File: config.mk
export PLATFORM = sky130hd
export DESIGN_NAME = pn_code_gen
export DESIGN_NICKNAME = d
export VERILOG_FILES = /design/src/rtl/pn_pkg.sv /design/src/rtl/pn_phase_ctl.sv /design/src/rtl/pn_seq_gen.sv /design/src/rtl/pn_code_gen.sv
export SDC_FILE = /design/constraint.sdc
export NUM_CORES = 1
export LEC_CHECK = 0
export BUFFER_PORTS_ARGS = -buffer_cell sky130_fd_sc_hd__clkbuf_2
export CORE_UTILIZATION = 50
export CTS_BUF_LIST = sky130_fd_sc_hd__clkbuf_4 sky130_fd_sc_hd__clkbuf_8 sky130_fd_sc_hd__clkbuf_16
export DETAILED_ROUTE_END_ITERATION = 8
export PLACE_DENSITY = 0.65
export SKIP_LAST_GASP = 1
export SYNTH_ARGS = -nofsm -noshare
export SYNTH_HDL_FRONTEND = slang
export SYNTH_SLANG_ARGS = --single-unit
File: constraint.sdc
create_clock -name clk_i -period 7.95 [get_ports clk_i]
set_input_delay 0.795 -clock clk_i [delete_from_list [all_inputs] [get_ports clk_i]]
set_output_delay 0.795 -clock clk_i [all_outputs]
set_load 0.01 [all_outputs]
File: src/rtl/pn_pkg.sv
package pn_pkg;
  localparam int unsigned PN_TAB_MAX = 13;
  typedef logic [PN_TAB_MAX-1:0] pn_word_t;

  // feedback masks of primitive polynomials, bit k-1 for term x^k
  function automatic pn_word_t pn_taps(input int unsigned n);
    case (n)
      7:       return 13'h0060;
      8:       return 13'h00B8;
      9:       return 13'h0110;
      10:      return 13'h0240;
      11:      return 13'h0500;
      12:      return 13'h0E08;
      default: return 13'h1C80;
    endcase
  endfunction

  function automatic int unsigned pn_clamp(input int unsigned n, input int unsigned lo,
                                           input int unsigned hi);
    if (n < lo) return lo;
    if (n > hi) return hi;
    return n;
  endfunction
endpackage

File: src/rtl/pn_phase_ctl.sv
module pn_phase_ctl #(
  parameter int unsigned SUB_W = 4,
  parameter int unsigned AMP_W = 3,
  localparam int unsigned NOM   = 1 << SUB_W,
  localparam int unsigned CNT_W = $clog2(NOM + 2 * ((1 << AMP_W) - 1))
) (
  input  logic             clk_i,
  input  logic             rst_ni,
  input  logic             en_i,
  input  logic             dith_en_i,
  input  logic             dith_late_i,
  input  logic [AMP_W-1:0] amp_i,
  input  logic             slip_i,
  output logic             tick_o
);
  logic [CNT_W-1:0]        cnt_q;
  logic signed [AMP_W+1:0] tgt, app_q;
  int                      len_c;

  always_comb begin
    if (!dith_en_i)       tgt = '0;
    else if (dith_late_i) tgt = $signed({2'b00, amp_i});
    else                  tgt = -$signed({2'b00, amp_i});
    // interval moves by the change in offset since the last chip
    len_c  = int'(NOM) + int'(tgt) - int'(app_q) - int'(slip_i);
    tick_o = en_i && (cnt_q == '0);
  end

  always_ff @(posedge clk_i or negedge rst_ni) begin
    if (!rst_ni) begin
      cnt_q <= CNT_W'(NOM - 1);
      app_q <= '0;
    end else if (tick_o) begin
      cnt_q <= CNT_W'(len_c - 1);
      app_q <= tgt;
    end else if (en_i) begin
      cnt_q <= cnt_q - 1'b1;
    end
  end
endmodule

File: src/rtl/pn_seq_gen.sv
module pn_seq_gen
  import pn_pkg::*;
#(
  parameter int unsigned MIN_ORDER = 7,
  parameter int unsigned MAX_ORDER = 13,
  localparam int unsigned ORD_W = $clog2(MAX_ORDER + 1)
) (
  input  logic                 clk_i,
  input  logic                 rst_ni,
  input  logic                 adv_i,
  input  logic [ORD_W-1:0]     order_i,
  input  logic [MAX_ORDER-1:0] seed_i,
  output logic                 chip_o,
  output logic                 epoch_o
);
  logic [MAX_ORDER-1:0] st_q, idx_q, mask, next_mask, taps, st_adv;
  logic [ORD_W-1:0]     ord_q, ord_new;
  pn_word_t             taps_full;
  logic                 wrap, fb, epoch_q;

  always_comb begin
    taps_full = pn_taps(int'(ord_q));
    taps      = taps_full[MAX_ORDER-1:0];
    mask      = MAX_ORDER'((64'd1 << ord_q) - 64'd1);
    ord_new   = ORD_W'(pn_clamp(int'(order_i), MIN_ORDER, MAX_ORDER));
    next_mask = MAX_ORDER'((64'd1 << ord_new) - 64'd1);
    wrap      = &(idx_q | ~mask);
    // inverting feedback when the low n-1 bits are zero splices in the zero state
    fb        = (^(st_q & taps)) ^ ~|(st_q & (mask >> 1));
    st_adv    = {st_q[MAX_ORDER-2:0], fb} & mask;
    chip_o    = |(st_q & mask & ~(mask >> 1));
    epoch_o   = epoch_q;
  end

  always_ff @(posedge clk_i or negedge rst_ni) begin
    if (!rst_ni) begin
      st_q    <= '0;
      idx_q   <= '1;
      ord_q   <= ORD_W'(MIN_ORDER);
      epoch_q <= 1'b0;
    end else begin
      epoch_q <= adv_i && wrap;
      if (adv_i) begin
        if (wrap) begin
          ord_q <= ord_new;
          st_q  <= seed_i & next_mask;
          idx_q <= '0;
        end else begin
          st_q  <= st_adv;
          idx_q <= idx_q + 1'b1;
        end
      end
    end
  end
endmodule

File: src/rtl/pn_code_gen.sv
module pn_code_gen #(
  parameter int unsigned MIN_ORDER = 7,
  parameter int unsigned MAX_ORDER = 13,
  parameter int unsigned SUB_W     = 4,
  parameter int unsigned AMP_W     = 3,
  localparam int unsigned ORD_W = $clog2(MAX_ORDER + 1)
) (
  input  logic                 clk_i,
  input  logic                 rst_ni,
  input  logic                 en_i,
  input  logic [ORD_W-1:0]     order_i,
  input  logic [MAX_ORDER-1:0] seed_i,
  input  logic                 dith_en_i,
  input  logic                 dith_late_i,
  input  logic [AMP_W-1:0]     dith_amp_i,
  input  logic                 slip_i,
  output logic                 chip_o,
  output logic                 chip_stb_o,
  output logic                 epoch_o
);
  logic tick, stb_q;

  pn_phase_ctl #(.SUB_W(SUB_W), .AMP_W(AMP_W)) u_phase (
    .clk_i      (clk_i),
    .rst_ni     (rst_ni),
    .en_i       (en_i),
    .dith_en_i  (dith_en_i),
    .dith_late_i(dith_late_i),
    .amp_i      (dith_amp_i),
    .slip_i     (slip_i),
    .tick_o     (tick)
  );

  pn_seq_gen #(.MIN_ORDER(MIN_ORDER), .MAX_ORDER(MAX_ORDER)) u_seq (
    .clk_i  (clk_i),
    .rst_ni (rst_ni),
    .adv_i  (tick),
    .order_i(order_i),
    .seed_i (seed_i),
    .chip_o (chip_o),
    .epoch_o(epoch_o)
  );

  always_ff @(posedge clk_i or negedge rst_ni) begin
    if (!rst_ni) stb_q <= 1'b0;
    else         stb_q <= tick;
  end

  assign chip_stb_o = stb_q;
endmodule

==> metrics.txt <==
Synth Instances 398; CP startpoint kind flip-flop; fmax 236 MHz; initial antenna violation count 0; Initial Util 51.9%; Max-Slew Margin vs Limit 34.8%; I/O pins 29; met1 usage 33.6%; Clock Latency Late Sink 0.30 ns; sequential fraction of the synthesis area 32.5%; drt total wl 7.69 mm; met2 Track Usage GR 37.4%; Post-Syn Area 3310 um^2; Num CTS Buffers 5; DR iter-0 viols 180; flops & latches, synth 42; top-area cell type share of the netlist area 16.6%; skew final 0.00873 ns; mean routed wirelength per cell 15.8 um; status finished clean; Vias 2885; P_leak 1.49 nW; CTS Root Cell clkbuf_8; Hold Violations, Final 0; Remaining Overflow, GRT 0; crit path DAT 3.44 ns; EDFF count, synth 0; busiest grt layer met2; Post-DRT Antenna Nets 0; Setup Fix Bufs, Post-CTS 0; met3 Usage GRT 3.98%; Pwr Total 0.878 mW; Final setup viols 0; Worst Setup End Kind output pin; setup tns final 0 ns; critical path class reg -> out; dpl hpwl 5.49 mm; CP max FO 34; top cells by count, synth nand2_1 (42), nor2_1 (38), o21ai_0 (29); clk buf depth 2; Worst Path Required 7.15 ns; RSZ-0062 raised after global routing no; number of distinct library cells after synthesis 63; CTS Hold Bufs 0; Slew @ Worst Pin 0.978 ns; diodes inserted 0; Tot GR Track Use 23.7%; first-pass GRT wire length 13.3 mm; maximum VDD drop 0.160 mV; Vias/cell 5.94; P&R area growth vs syn 6.91%; post-layout min period 4.23 ns; full die area 6950 um^2; fillers 595; CTS tree done; Slew Viols, Final 0; cell with the most instances after synthesis nand2_1; Core Area 6390 um^2; die width 83.4 um; pin count of the biggest net entering global routing 43; vias in the first global route 2729; routability congestion estimate 0.901; # resized after CTS 0; Die H 83.4 um; drt drc 0; Rows 29; first drt pass iteration count 5; MaxCap Viol Count 0; Hold Crit Class reg -> reg; synth top area cells dfrtp_1 (17%), dfstp_2 (16%), ha_1 (6.4%); pwr dens 248 nW/um^2; Tcrit/Tclk final 53.3%; CTS sink cnt 42; FFs w/ async S/R, synth 100%; port bufs 28; H-Tree Depth 2; post-synth top area cell dfrtp_1; nets 452; predominant post-synthesis flop cell dfrtp_1; fraction of layout cells with a size suffix above 1 20.0%; Synth warnings 0; Avg Cell Area, Syn 8.32 um^2; clk slew on worst S/H paths 0.08 ns
where the power goes:
part	internal (mW)	total [mW]	switching, mW
Combinational	0.164	0.327	0.163
Sequential	0.280	0.351	0.0719
Clock	0.121	0.200	0.0781
Total	0.565	0.878	0.313
cell usage in the layout, fill, tap and decap left out, types with 3 or more instances in the layout:
cell / n
nor3_1: 9
or2_2: 3
a21o_1: 8
dfrtp_1: 22
dfstp_2: 20
a31oi_1: 9
nor2b_1: 6
inv_2: 3
nand3b_1: 3
o211ai_1: 9
inv_1: 19
ha_1: 17
o21ai_0: 29
a21oi_1: 24
xor2_1: 9
nand3_1: 14
xnor2_1: 10
nand2_1: 42
nand4_1: 7
nor2_1: 38
nand2b_1: 3
o21ai_1: 5
clkbuf_2: 28
mux2i_1: 5
buf_4: 3
mux2_2: 6
clkbuf_8: 6
nor3b_1: 3
a22oi_1: 3
cells by family after synthesis:
family,after synthesis,share of synthesized area (%)
simple gates,148,23.2
compound gates,106,20.1
buf+inv,52,7.78
flops,42,32.5
xor+xnor,20,5.70
fa+ha+maj,18,7.03
mux,11,3.55
other cells,1,0.113
registers in the layout, summed over array words and instances (netlist names):
signal,count
u_phase.app_q,5
u_seq.st_q,13
u_seq.epoch_o,1
u_seq.ord_q,4
u_seq.idx_q,13
chip_stb_o,1
u_phase.cnt_q,5
critical path, stage by stage, from the launching register on:
cell and delay [ns]:
dfrtp_1 0.74, nor3_1 0.40, inv_1 0.08, ha_1 0.41, nor3_1 0.25, a21oi_1 0.07, nor3_1 0.35, nor3b_1 0.13
a221oi_1 0.31, a31o_2 0.16, o211ai_1 0.08, clkbuf_2 0.15
path summary, 6_finish.rpt:
check,from,end,slack (ns),cells after the start
setup / recovery,u_seq.ord_q[3],chip_o,3.72,11
hold / removal,u_phase.app_q[1],u_phase.app_q[1],0.50,2
setup reg to reg,u_seq.ord_q[3],u_seq.ord_q[3],4.14,11
hold reg to reg,u_phase.app_q[1],u_phase.app_q[1],0.50,2
max in group asynchronous,rst_ni,u_seq.ord_q[1],7.01,2
min in group asynchronous,rst_ni,u_seq.epoch_o,0.55,2
per-layer routing:
layer	part of all wire, %	up-vias
met2	46	81
met1	47	1363
li1	-	1429
met4	1.5	0
met3	5.1	12
met5	0	-
final cells by class:
type | instances | area (um^2) | share of cell area [%]
multi-input combinational | 305 | 1980 | 56.0
sequential | 42 | 1080 | 30.4
timing repair buffer | 31 | 163 | 4.59
clock buffer | 7 | 108 | 3.04
tap | 77 | 96.3 | 2.72
inverter | 23 | 86.3 | 2.44
clock inverter | 1 | 30.0 | 0.848
through the flow:
stage          cells  hold WS [ns]  area [um^2]  worst slack (ns)  util [%]
2_1_floorplan    399         0.456         3320              4.58         -
3_5_place_dp     478         0.482         3400              4.10      53.3
6_report         486         0.496         3540              3.72      55.4
5_1_grt          486         0.528         3540              3.30      55.4
3_3_place_gp     478         0.469         3400              4.15      53.3
4_1_cts          486         0.496         3540              3.76      55.4
(Power assumes the default switching activity.)
